`config.mk`:
```
export PLATFORM = sky130hd
export DESIGN_NAME = pll_bringup_ctrl
export DESIGN_NICKNAME = d
export VERILOG_FILES = /design/src/rtl/pll_bringup_pkg.sv /design/src/rtl/pll_cfg_check.sv /design/src/rtl/pll_wait_timer.sv /design/src/rtl/pll_bypass_bank.sv /design/src/rtl/pll_bringup_ctrl.sv
export SDC_FILE = /design/constraint.sdc
export NUM_CORES = 1
export LEC_CHECK = 0
export ABC_AREA = 1
export CORE_MARGIN = 4
export CORE_UTILIZATION = 35
export DETAILED_ROUTE_END_ITERATION = 10
export DONT_BUFFER_PORTS = 1
export PLACE_DENSITY = 0.62
export SETUP_SLACK_MARGIN = 0.02
export SYNTH_ARGS = -nofsm -noshare
export SYNTH_HDL_FRONTEND = slang
export SYNTH_SLANG_ARGS = --single-unit
export TNS_END_PERCENT = 50
```
`constraint.sdc`:
```
create_clock -name clk -period 4.48 [get_ports clk]
set_input_delay 0.224 -clock clk [delete_from_list [all_inputs] [get_ports clk]]
set_output_delay 0.224 -clock clk [all_outputs]
set_load 0.05 [all_outputs]
```
`src/rtl/pll_bringup_pkg.sv`:
```
package pll_bringup_pkg;

  typedef enum logic [2:0] {
    ST_IDLE,
    ST_CHECK,
    ST_WRITE,
    ST_SETTLE,
    ST_POLL,
    ST_RELEASE,
    ST_DONE
  } seq_state_t;

  typedef enum logic [1:0] {
    SEL_P    = 2'd0,
    SEL_N    = 2'd1,
    SEL_FREQ = 2'd2,
    SEL_M    = 2'd3
  } field_sel_t;

  localparam logic [3:0] H_ALIGNED = 4'd10;

endpackage

```
`src/rtl/pll_cfg_check.sv`:
```
module pll_cfg_check #(
  parameter int P_W       = 8,
  parameter int N_W       = 12,
  parameter int F_W       = 8,
  parameter int M_W       = 8,
  parameter int CLKIN_MHZ = 27,
  parameter int VCO_LO    = 800,
  parameter int VCO_HI    = 1600,
  parameter int REF_LO    = 10,
  parameter int REF_HI    = 60
) (
  input  logic [P_W-1:0] p_i,
  input  logic [N_W-1:0] n_i,
  input  logic [F_W-1:0] freq_i,
  input  logic [M_W-1:0] m_i,
  output logic           cfg_ok_o,
  output logic [3:0]     h_o
);
  import pll_bringup_pkg::*;

  localparam int PW = M_W + F_W;
  localparam logic [31:0] CLK = 32'(CLKIN_MHZ);

  logic [31:0] vco_val, vco_lo, vco_hi, ref_lo, ref_hi;
  logic [PW-1:0] prod;

  // Window checks use multiply-and-compare instead of division.
  always_comb begin
    vco_val = CLK * 32'(n_i);
    vco_lo  = 32'(VCO_LO) * 32'(p_i);
    vco_hi  = 32'(VCO_HI) * 32'(p_i);
    ref_lo  = 32'(REF_LO) * 32'(p_i);
    ref_hi  = 32'(REF_HI) * 32'(p_i);
    cfg_ok_o = (vco_val >= vco_lo) && (vco_val <= vco_hi) &&
               (CLK >= ref_lo) && (CLK <= ref_hi);
  end

  always_comb begin
    prod = PW'(m_i) * PW'(freq_i);
    h_o  = (prod[2:0] == 3'd0) ? H_ALIGNED : 4'd0;
  end

endmodule

```
`src/rtl/pll_wait_timer.sv`:
```
module pll_wait_timer #(
  parameter int CNT_W = 11
) (
  input  logic             clk,
  input  logic             rst_n,
  input  logic             load_i,
  input  logic [CNT_W-1:0] load_val_i,
  input  logic             run_i,
  output logic             zero_o
);
  logic [CNT_W-1:0] cnt_q, cnt_d;
  logic             cnt_en;

  always_comb begin
    cnt_en = load_i || (run_i && (cnt_q != '0));
    cnt_d  = load_i ? load_val_i : cnt_q - 1'b1;
  end

  always_ff @(posedge clk or negedge rst_n) begin
    if (!rst_n)      cnt_q <= '0;
    else if (cnt_en) cnt_q <= cnt_d;
  end

  assign zero_o = (cnt_q == '0);

endmodule

```
`src/rtl/pll_bypass_bank.sv`:
```
module pll_bypass_bank #(
  parameter int NUM_PLL = 4,
  parameter int IDX_W   = 2,
  parameter int MEM_IDX = 1
) (
  input  logic             clk,
  input  logic             rst_n,
  input  logic [IDX_W-1:0] idx_i,
  input  logic             set_i,
  input  logic             clr_i,
  output logic [NUM_PLL-1:0] bypass_o
);
  for (genvar g = 0; g < NUM_PLL; g++) begin : g_byp
    localparam logic RST_VAL = (g != MEM_IDX);
    logic hit, en, d, q;
    always_comb begin
      hit = (idx_i == IDX_W'(g));
      en  = hit && (set_i || clr_i);
      d   = set_i;
    end
    always_ff @(posedge clk or negedge rst_n) begin
      if (!rst_n)  q <= RST_VAL;
      else if (en) q <= d;
    end
    assign bypass_o[g] = q;
  end

endmodule

```
`src/rtl/pll_bringup_ctrl.sv`:
```
module pll_bringup_ctrl
  import pll_bringup_pkg::*;
#(
  parameter int NUM_PLL         = 4,
  parameter int IDX_W           = (NUM_PLL > 1) ? $clog2(NUM_PLL) : 1,
  parameter int MEM_IDX         = 1,
  parameter int AUDIO_IDX       = 3,
  parameter int P_W             = 8,
  parameter int N_W             = 12,
  parameter int F_W             = 8,
  parameter int M_W             = 8,
  parameter int DATA_W          = 16,
  parameter int CLKIN_MHZ       = 27,
  parameter int SYSCLK_MHZ      = 200,
  parameter int SETTLE_NS_AUDIO = 8000,
  parameter int SETTLE_NS_OTHER = 5000,
  parameter int POLL_CYC        = 256
) (
  input  logic               clk,
  input  logic               rst_n,
  input  logic               req_valid_i,
  input  logic [IDX_W-1:0]   req_pll_i,
  input  logic [P_W-1:0]     req_p_i,
  input  logic [N_W-1:0]     req_n_i,
  input  logic [F_W-1:0]     req_freq_i,
  input  logic [M_W-1:0]     req_m_i,
  output logic               busy_o,
  output logic               wr_en_o,
  output logic [IDX_W-1:0]   wr_pll_o,
  output logic [1:0]         wr_sel_o,
  output logic [DATA_W-1:0]  wr_data_o,
  input  logic [NUM_PLL-1:0] lock_i,
  output logic [NUM_PLL-1:0] bypass_o,
  output logic               done_o,
  output logic               err_range_o,
  output logic               err_lock_o
);
  localparam int SET_AUD = (SETTLE_NS_AUDIO * SYSCLK_MHZ + 999) / 1000;
  localparam int SET_OTH = (SETTLE_NS_OTHER * SYSCLK_MHZ + 999) / 1000;
  localparam int MAX_A   = (SET_AUD > SET_OTH) ? SET_AUD : SET_OTH;
  localparam int MAX_W   = (MAX_A > POLL_CYC) ? MAX_A : POLL_CYC;
  localparam int CNT_W   = $clog2(MAX_W + 1);

  seq_state_t       state_q, state_d;
  logic [IDX_W-1:0] idx_q;
  logic [P_W-1:0]   p_q;
  logic [N_W-1:0]   n_q;
  logic [F_W-1:0]   f_q;
  logic [M_W-1:0]   m_q;
  logic [1:0]       wcnt_q;
  logic             done_q, erng_q, elock_q;

  logic             accept, cfg_ok, lock_sel, tmr_zero, tmr_load, tmr_run;
  logic             last_wr, settle_end, lock_fail;
  logic [3:0]       h_val;
  logic [CNT_W-1:0] tmr_val;

  pll_cfg_check #(
    .P_W(P_W), .N_W(N_W), .F_W(F_W), .M_W(M_W), .CLKIN_MHZ(CLKIN_MHZ),
    .VCO_LO(800), .VCO_HI(1600), .REF_LO(10), .REF_HI(60)
  ) u_check (
    .p_i(p_q), .n_i(n_q), .freq_i(f_q), .m_i(m_q),
    .cfg_ok_o(cfg_ok), .h_o(h_val)
  );

  pll_wait_timer #(.CNT_W(CNT_W)) u_timer (
    .clk(clk), .rst_n(rst_n), .load_i(tmr_load), .load_val_i(tmr_val),
    .run_i(tmr_run), .zero_o(tmr_zero)
  );

  pll_bypass_bank #(.NUM_PLL(NUM_PLL), .IDX_W(IDX_W), .MEM_IDX(MEM_IDX)) u_byp (
    .clk(clk), .rst_n(rst_n), .idx_i(idx_q),
    .set_i((state_q == ST_WRITE) && (wcnt_q == 2'd0)),
    .clr_i(state_q == ST_RELEASE),
    .bypass_o(bypass_o)
  );

  always_comb begin
    lock_sel   = lock_i[idx_q];
    accept     = (state_q == ST_IDLE) && req_valid_i;
    last_wr    = (state_q == ST_WRITE) && (wcnt_q == 2'd3);
    settle_end = (state_q == ST_SETTLE) && tmr_zero;
    lock_fail  = (state_q == ST_POLL) && !lock_sel && tmr_zero;
    tmr_load   = last_wr || settle_end;
    tmr_run    = (state_q == ST_SETTLE) || (state_q == ST_POLL);
    if (settle_end)                       tmr_val = CNT_W'(POLL_CYC - 1);
    else if (idx_q == IDX_W'(AUDIO_IDX))  tmr_val = CNT_W'(SET_AUD - 1);
    else                                  tmr_val = CNT_W'(SET_OTH - 1);
  end

  // Next-state logic
  always_comb begin
    state_d = state_q;
    unique case (state_q)
      ST_IDLE:    if (req_valid_i) state_d = ST_CHECK;
      ST_CHECK:   state_d = cfg_ok ? ST_WRITE : ST_IDLE;
      ST_WRITE:   if (wcnt_q == 2'd3) state_d = ST_SETTLE;
      ST_SETTLE:  if (tmr_zero) state_d = ST_POLL;
      ST_POLL:    if (lock_sel) state_d = ST_RELEASE;
                  else if (tmr_zero) state_d = ST_IDLE;
      ST_RELEASE: state_d = ST_DONE;
      ST_DONE:    state_d = ST_IDLE;
      default:    state_d = ST_IDLE;
    endcase
  end

  always_ff @(posedge clk or negedge rst_n) begin
    if (!rst_n) state_q <= ST_IDLE;
    else        state_q <= state_d;
  end

  always_ff @(posedge clk or negedge rst_n) begin
    if (!rst_n) begin
      idx_q <= '0; p_q <= '0; n_q <= '0; f_q <= '0; m_q <= '0;
    end else if (accept) begin
      idx_q <= req_pll_i; p_q <= req_p_i; n_q <= req_n_i;
      f_q   <= req_freq_i; m_q <= req_m_i;
    end
  end

  always_ff @(posedge clk or negedge rst_n) begin
    if (!rst_n)                   wcnt_q <= 2'd0;
    else if (state_q == ST_WRITE) wcnt_q <= wcnt_q + 2'd1;
  end

  always_ff @(posedge clk or negedge rst_n) begin
    if (!rst_n) begin
      done_q <= 1'b0; erng_q <= 1'b0; elock_q <= 1'b0;
    end else begin
      if (accept || state_q == ST_DONE)                done_q  <= (state_q == ST_DONE);
      if (accept || (state_q == ST_CHECK && !cfg_ok))  erng_q  <= !accept;
      if (accept || lock_fail)                         elock_q <= !accept;
    end
  end

  always_comb begin
    unique case (wcnt_q)
      SEL_P:    wr_data_o = DATA_W'(p_q);
      SEL_N:    wr_data_o = DATA_W'(n_q);
      SEL_FREQ: wr_data_o = DATA_W'(f_q);
      default:  wr_data_o = DATA_W'({h_val, m_q});
    endcase
  end

  assign busy_o      = (state_q != ST_IDLE);
  assign wr_en_o     = (state_q == ST_WRITE);
  assign wr_pll_o    = idx_q;
  assign wr_sel_o    = wcnt_q;
  assign done_o      = done_q;
  assign err_range_o = erng_q;
  assign err_lock_o  = elock_q;

endmodule

```
==> flow_summary.toml, run 1 <==
[cts]
htree_levels = 3
clockBufferDepth = 2
cts_tree = "done"
cts_sinks = 61
cts-buffers-inserted = 9
clk_pin_slew_ps = 60
cts_root_buffer = "clkbuf_16"
clk_latency_ps = 350

[cells_and_area]
syn_to_final_growth_pct = 23.6
n_fill_cell = 1819
diodes = 0
fin_nets = 1132
stdcell_count = 1175
drive_above_1_share_pct = 17.6

[synthesis]
yosys.area.top_type = "ha_1"
yosysMostFrequentCell = "nand2_1"
synth_area_leaders = "ha_1, dfrtp_1, nand2_1"
synth-edff-count = 0
syn_inst = 850
yosysWarnings = 0
synth_seq_cells = 61
synth.distinct_cells = 46
async_reset_ff_share_pct = 100
ys.flop_type = "dfrtp_1"
synth_common_cells = "nand2_1, inv_1, ha_1"
synth_top_area_share_pct = 22.3
synth_seq_area_share_pct = 22.9
syn_area_per_cell_um2 = 7.85
synth.cell_area_um2 = 6680

[drt]
wirelength_um = 17100
vias = 5813
drt_first_pass_iters = 4
drtAntennaViolNets = 0
drc_errors = 0
avgViaCountPerCell = 4.95
avgRoutedWirePerCell_um = 14.6
first_iter_violations = 246

[sta]
setup_viol = 0
fin_crit_ps = 4470
rsz0062_at_grt = "true"
finClkSkew_ps = 11.3
max-slew-margin-rel_pct = 33.9
slew_violations = 0
max_freq_ghz = 0.224
final_hold_viol_count = 0
worstMarginPinSlew_ps = 986
post-route-period-util_pct = 99.7

[worst_setup_path]
path_max_fanout = 4
rrSetupSlack_ps = 10
r2r.worst_path.cells = 29
cp.arrival_ps = 4700
crit_start = "n_q[3]"
required_ps = 4710
crit_end = "state_q[1]"
slowest_stage = "fa_1"
rr_startpoint = "n_q[3]"
cp_common_cell = "nand2_1"
r2r-end = "state_q[1]"
start_kind = "register"
cp-end-kind = "register"
crit_type = "register to register"
slowest_delay_ps = 500

[worst_hold_path]
worstHoldPathType = "input port to register"
hold_depth = 2

[die]
die_h_um = 146
die_w_um = 146
start_util_pct = 35.7
die-area_um2 = 21300
core-area_um2 = 18700
num_io_pins = 74
fp-row-count = 50

[placement]
port_buffers = 0
gp_congestion = 0.830
dp_cells = 1122
hpwlAfterDp_um = 13200

[global_routing]
grt.total_usage_pct = 16.7
grt_max_degree = 62
antenna_found_initial = 0
grt_pass1_vias = 5982
grt_pass1_wl_um = 29300
grt_overflow = 0

[run_status]
status = "complete, no violations"

[run]
cap_viol_max_count = 0
-- metrics by stage --
| stage | setup slack, ps | hold slack (ps) | setup TNS [ps] | utilization, % | area, µm² |
|---|---|---|---|---|---|
| floorplan | 28.5 | -71.6 | 0 | - | 6690 |
| global placement | -111 | -70.2 | -215 | 39.0 | 7290 |
| detailed placement | -187 | -69.7 | -371 | 39.0 | 7290 |
| CTS | 5.16 | 0.841 | 0 | 43.7 | 8170 |
| global route | -332 | 4.34 | -621 | 44.1 | 8250 |
| finish | 13.2 | 3.71 | 0 | 44.1 | 8250 |
-- routing by layer --
metal | track usage (%) | share of wire, %
met2 | 28.8 | 49
met1 | 21.5 | 45
met5 | 0 | 0
met4 | 4.42 | 1.6
met3 | 3.32 | 4.1
-- cell type report --
cell class	instances	area [µm²]	area share, %
repair buffers	91	759	9.20
flip-flops and latches	61	1540	18.6
well taps	234	293	3.55
inverters	137	514	6.23
clock inverters	3	90.1	1.09
multi-input cells	636	4790	58.1
clock buffers	13	270	3.27
-- critical path, delay by kind of cell, from the launching register on --
family | cells | cell delay [ps]
flip-flops | 1 | 420
adder cells (fa/ha/maj) | 4 | 1410
AND/OR/NAND/NOR | 13 | 1050
buffers and inverters | 5 | 510
XOR/XNOR | 1 | 240
AO/OA/AOI/OAI | 6 | 740
-- worst min-delay path by stage --
stage / end / start
final: n_q[9] / req_n_i[9]
after global routing: wr_pll_o[0] / req_pll_i[0]
after CTS: p_q[7] / req_p_i[7]
after detailed placement: u_byp.g_byp[1].q / rst_n
after global placement: u_byp.g_byp[1].q / rst_n
after floorplan: done_o / rst_n
-- sequential cells by signal (all words and copies together) (netlist names) --
register	cells
m_q	8
err_range_o	1
err_lock_o	1
done_o	1
f_q	8
n_q	12
wr_sel_o	2
u_byp.g_byp.q	4
p_q	8
u_timer.cnt_q	11
wr_pll_o	2
state_q	3
-- cell families (layout without fill, tap and decap cells) --
kind of cell,after synthesis,after routing,synth area share (%)
flip-flops,61,61,22.9
AO/OA/AOI/OAI,126,126,10.8
adder cells (fa/ha/maj),151,151,31.9
buffers and inverters,156,244,9.22
XOR/XNOR,33,33,4.44
AND/OR/NAND/NOR,322,322,20.7
other,1,4,0.0562
-- layout by cell type (no fill, tap or decap), drive strengths merged, types with 12 or more instances in the layout --
master and n:
nor2 44, o21ai 46, fa 32, inv 137, dlygate4sd3 18, a21oi 49, nand2 220, ha 119
clkbuf 13, xnor2 12, xor2 21, dfrtp 58, buf 73, nand3 32
-- what timing repair did --
item,4_1_cts,5_1_grt
buffers inserted,15,3
hold buffers,19,0
endpoints found under the hold margin,78,0
resized for setup,32,18
endpoints found under the setup margin,2,2
pin swaps,31,16
Power of run 1 is not shown: default switching activity piles up to over one toggle a cycle in this logic, so the estimate is an artifact.
==> run 2, diff against run 1 <==
==> constraint.sdc (replaced) <==
create_clock -name clk -period 4.48 [get_ports clk]
set_input_delay 0.672 -clock clk [delete_from_list [all_inputs] [get_ports clk]]
set_output_delay 0.672 -clock clk [all_outputs]
set_load 0.05 [all_outputs]
==> flow_summary.toml, run 2 (synthesis results as in run 1) <==
[worst_setup_path]
slowest_delay_ps = 540
cp-end-kind = "register"
cp_common_cell = "nand2_1"
cp.arrival_ps = 4760
r2r.worst_path.cells = 29
worst-path-stages = 29
required_ps = 4760
path_buf_inv = 4
start_kind = "register"
path_max_fanout = 3
slowest_stage = "fa_1"
crit_type = "register to register"
crit_family = "adder cells"

[sta]
post-route-period-util_pct = 100
max_freq_ghz = 0.223
max-slew-margin-rel_pct = 33.9
slew_violations = 0
timing.setup.tns_ps = -7.24
setup_slack_ps = -7.24
finClkSkew_ps = 8.42
rsz0062_at_grt = "true"
fin_crit_ps = 4490
setup_viol = 1
worstMarginPinSlew_ps = 984
final_hold_viol_count = 0

[drt]
avgViaCountPerCell = 4.90
first_iter_violations = 287
avgRoutedWirePerCell_um = 14.4
drt_first_pass_iters = 4
wirelength_um = 16700
drtAntennaViolNets = 0
vias = 5653
drc_errors = 0

[cells_and_area]
top_register = "n_q"
largestRegisters = "n_q x12, u_timer.cnt_q x11"
stdcell_count = 1154
regArea_um2 = 1530
fin_util_pct = 42.5
multi_input_area_um2 = 4750
syn_to_final_growth_pct = 19.0
drive_above_1_share_pct = 16.3
mostFrequentLayoutCell = "nand2_1"
n_fill_cell = 1823
diodes = 0
fin_nets = 1111
largest_reg_flops = 12
mostFrequentLayoutCells = "nand2_1, inv_1, ha_1, buf_4, dfrtp_1"

[run]
cap_viol_max_count = 0

[cts]
cts-buffers-inserted = 9
cts_sinks = 61
clockBufferDepth = 2
cts_root_buffer = "clkbuf_16"
htree_levels = 3
cts_tree = "done"
clk_pin_slew_ps = 60
clk_latency_ps = 350
cts_hold_buf = 0

[run_status]
violations = "setup timing"
status = "complete, but fails checks"

[placement]
port_buffers = 0
gp_congestion = 0.830
hpwlAfterDp_um = 13300
dp_cells = 1123
pre_cts_ws_ps = -227

[worst_hold_path]
worstHoldPathType = "input port to async pin"

[die]
start_util_pct = 35.7
die-area_um2 = 21300
fp-row-count = 50
num_io_pins = 74
die_w_um = 146
die_h_um = 146
core-area_um2 = 18700

[global_routing]
grt_max_degree = 62
grt.total_usage_pct = 16.1
grt_overflow = 0
antenna_found_initial = 0
grt_pass1_wl_um = 28200
grt_pass1_vias = 5784
## run 2: changes by cell type in the layout (fill, tap and decap cells not counted), moves of 3 or more
cell / previous run / this run
nand2_2: 12 / 8
buf_4: 69 / 66
dlygate4sd3_1: 18 / 0
nand2_1: 208 / 212
## run 2: repair_timing
| action | 4_1_cts | 5_1_grt |
|---|---|---|
| setup endpoints to repair | 2 | 2 |
| hold endpoints to repair | 0 | 0 |
| pin swaps | 29 | 22 |
| resized for setup | 25 | 14 |
| setup buffers | 14 | 1 |
## run 2: final timing paths
check                              start                to  slack [ps]
setup / recovery                  n_q[3]        state_q[1]          -7
hold / removal                     rst_n           n_q[10]          20
setup reg to reg                  n_q[3]        state_q[1]          -7
hold reg to reg                   f_q[6]            f_q[6]         480
max in group asynchronous          rst_n  u_byp.g_byp[0].q        4280
min in group clk           req_freq_i[3]            f_q[3]         440
## run 2: routing by layer
layer | vias up | global-route usage (%) | part of all wire, %
li1 | 2883 | - | -
met1 | 2659 | 20.8 | 47
met2 | 85 | 27.4 | 47
met3 | 26 | 3.07 | 3.4
met4 | 0 | 5.17 | 2.1
met5 | - | 0 | 0
## run 2: cell type report
| cell class | instances | area share, % |
|---|---|---|
| clock buffer | 15 | 3.50 |
| multi-input combinational | 636 | 59.8 |
| tap | 234 | 3.69 |
| inverter | 137 | 6.48 |
| clock inverter | 1 | 0.378 |
| timing repair buffer | 70 | 6.81 |
| sequential | 61 | 19.3 |
## run 2: metrics by stage
stage | hold slack [ps] | area [µm²]
3_5_place_dp | 378 | 7300
6_report | 21.3 | 7940
2_1_floorplan | 376 | 6690
4_1_cts | 3.31 | 7890
3_3_place_gp | 378 | 7300
5_1_grt | 3.98 | 7940
Power of run 2 is left out for the same reason.
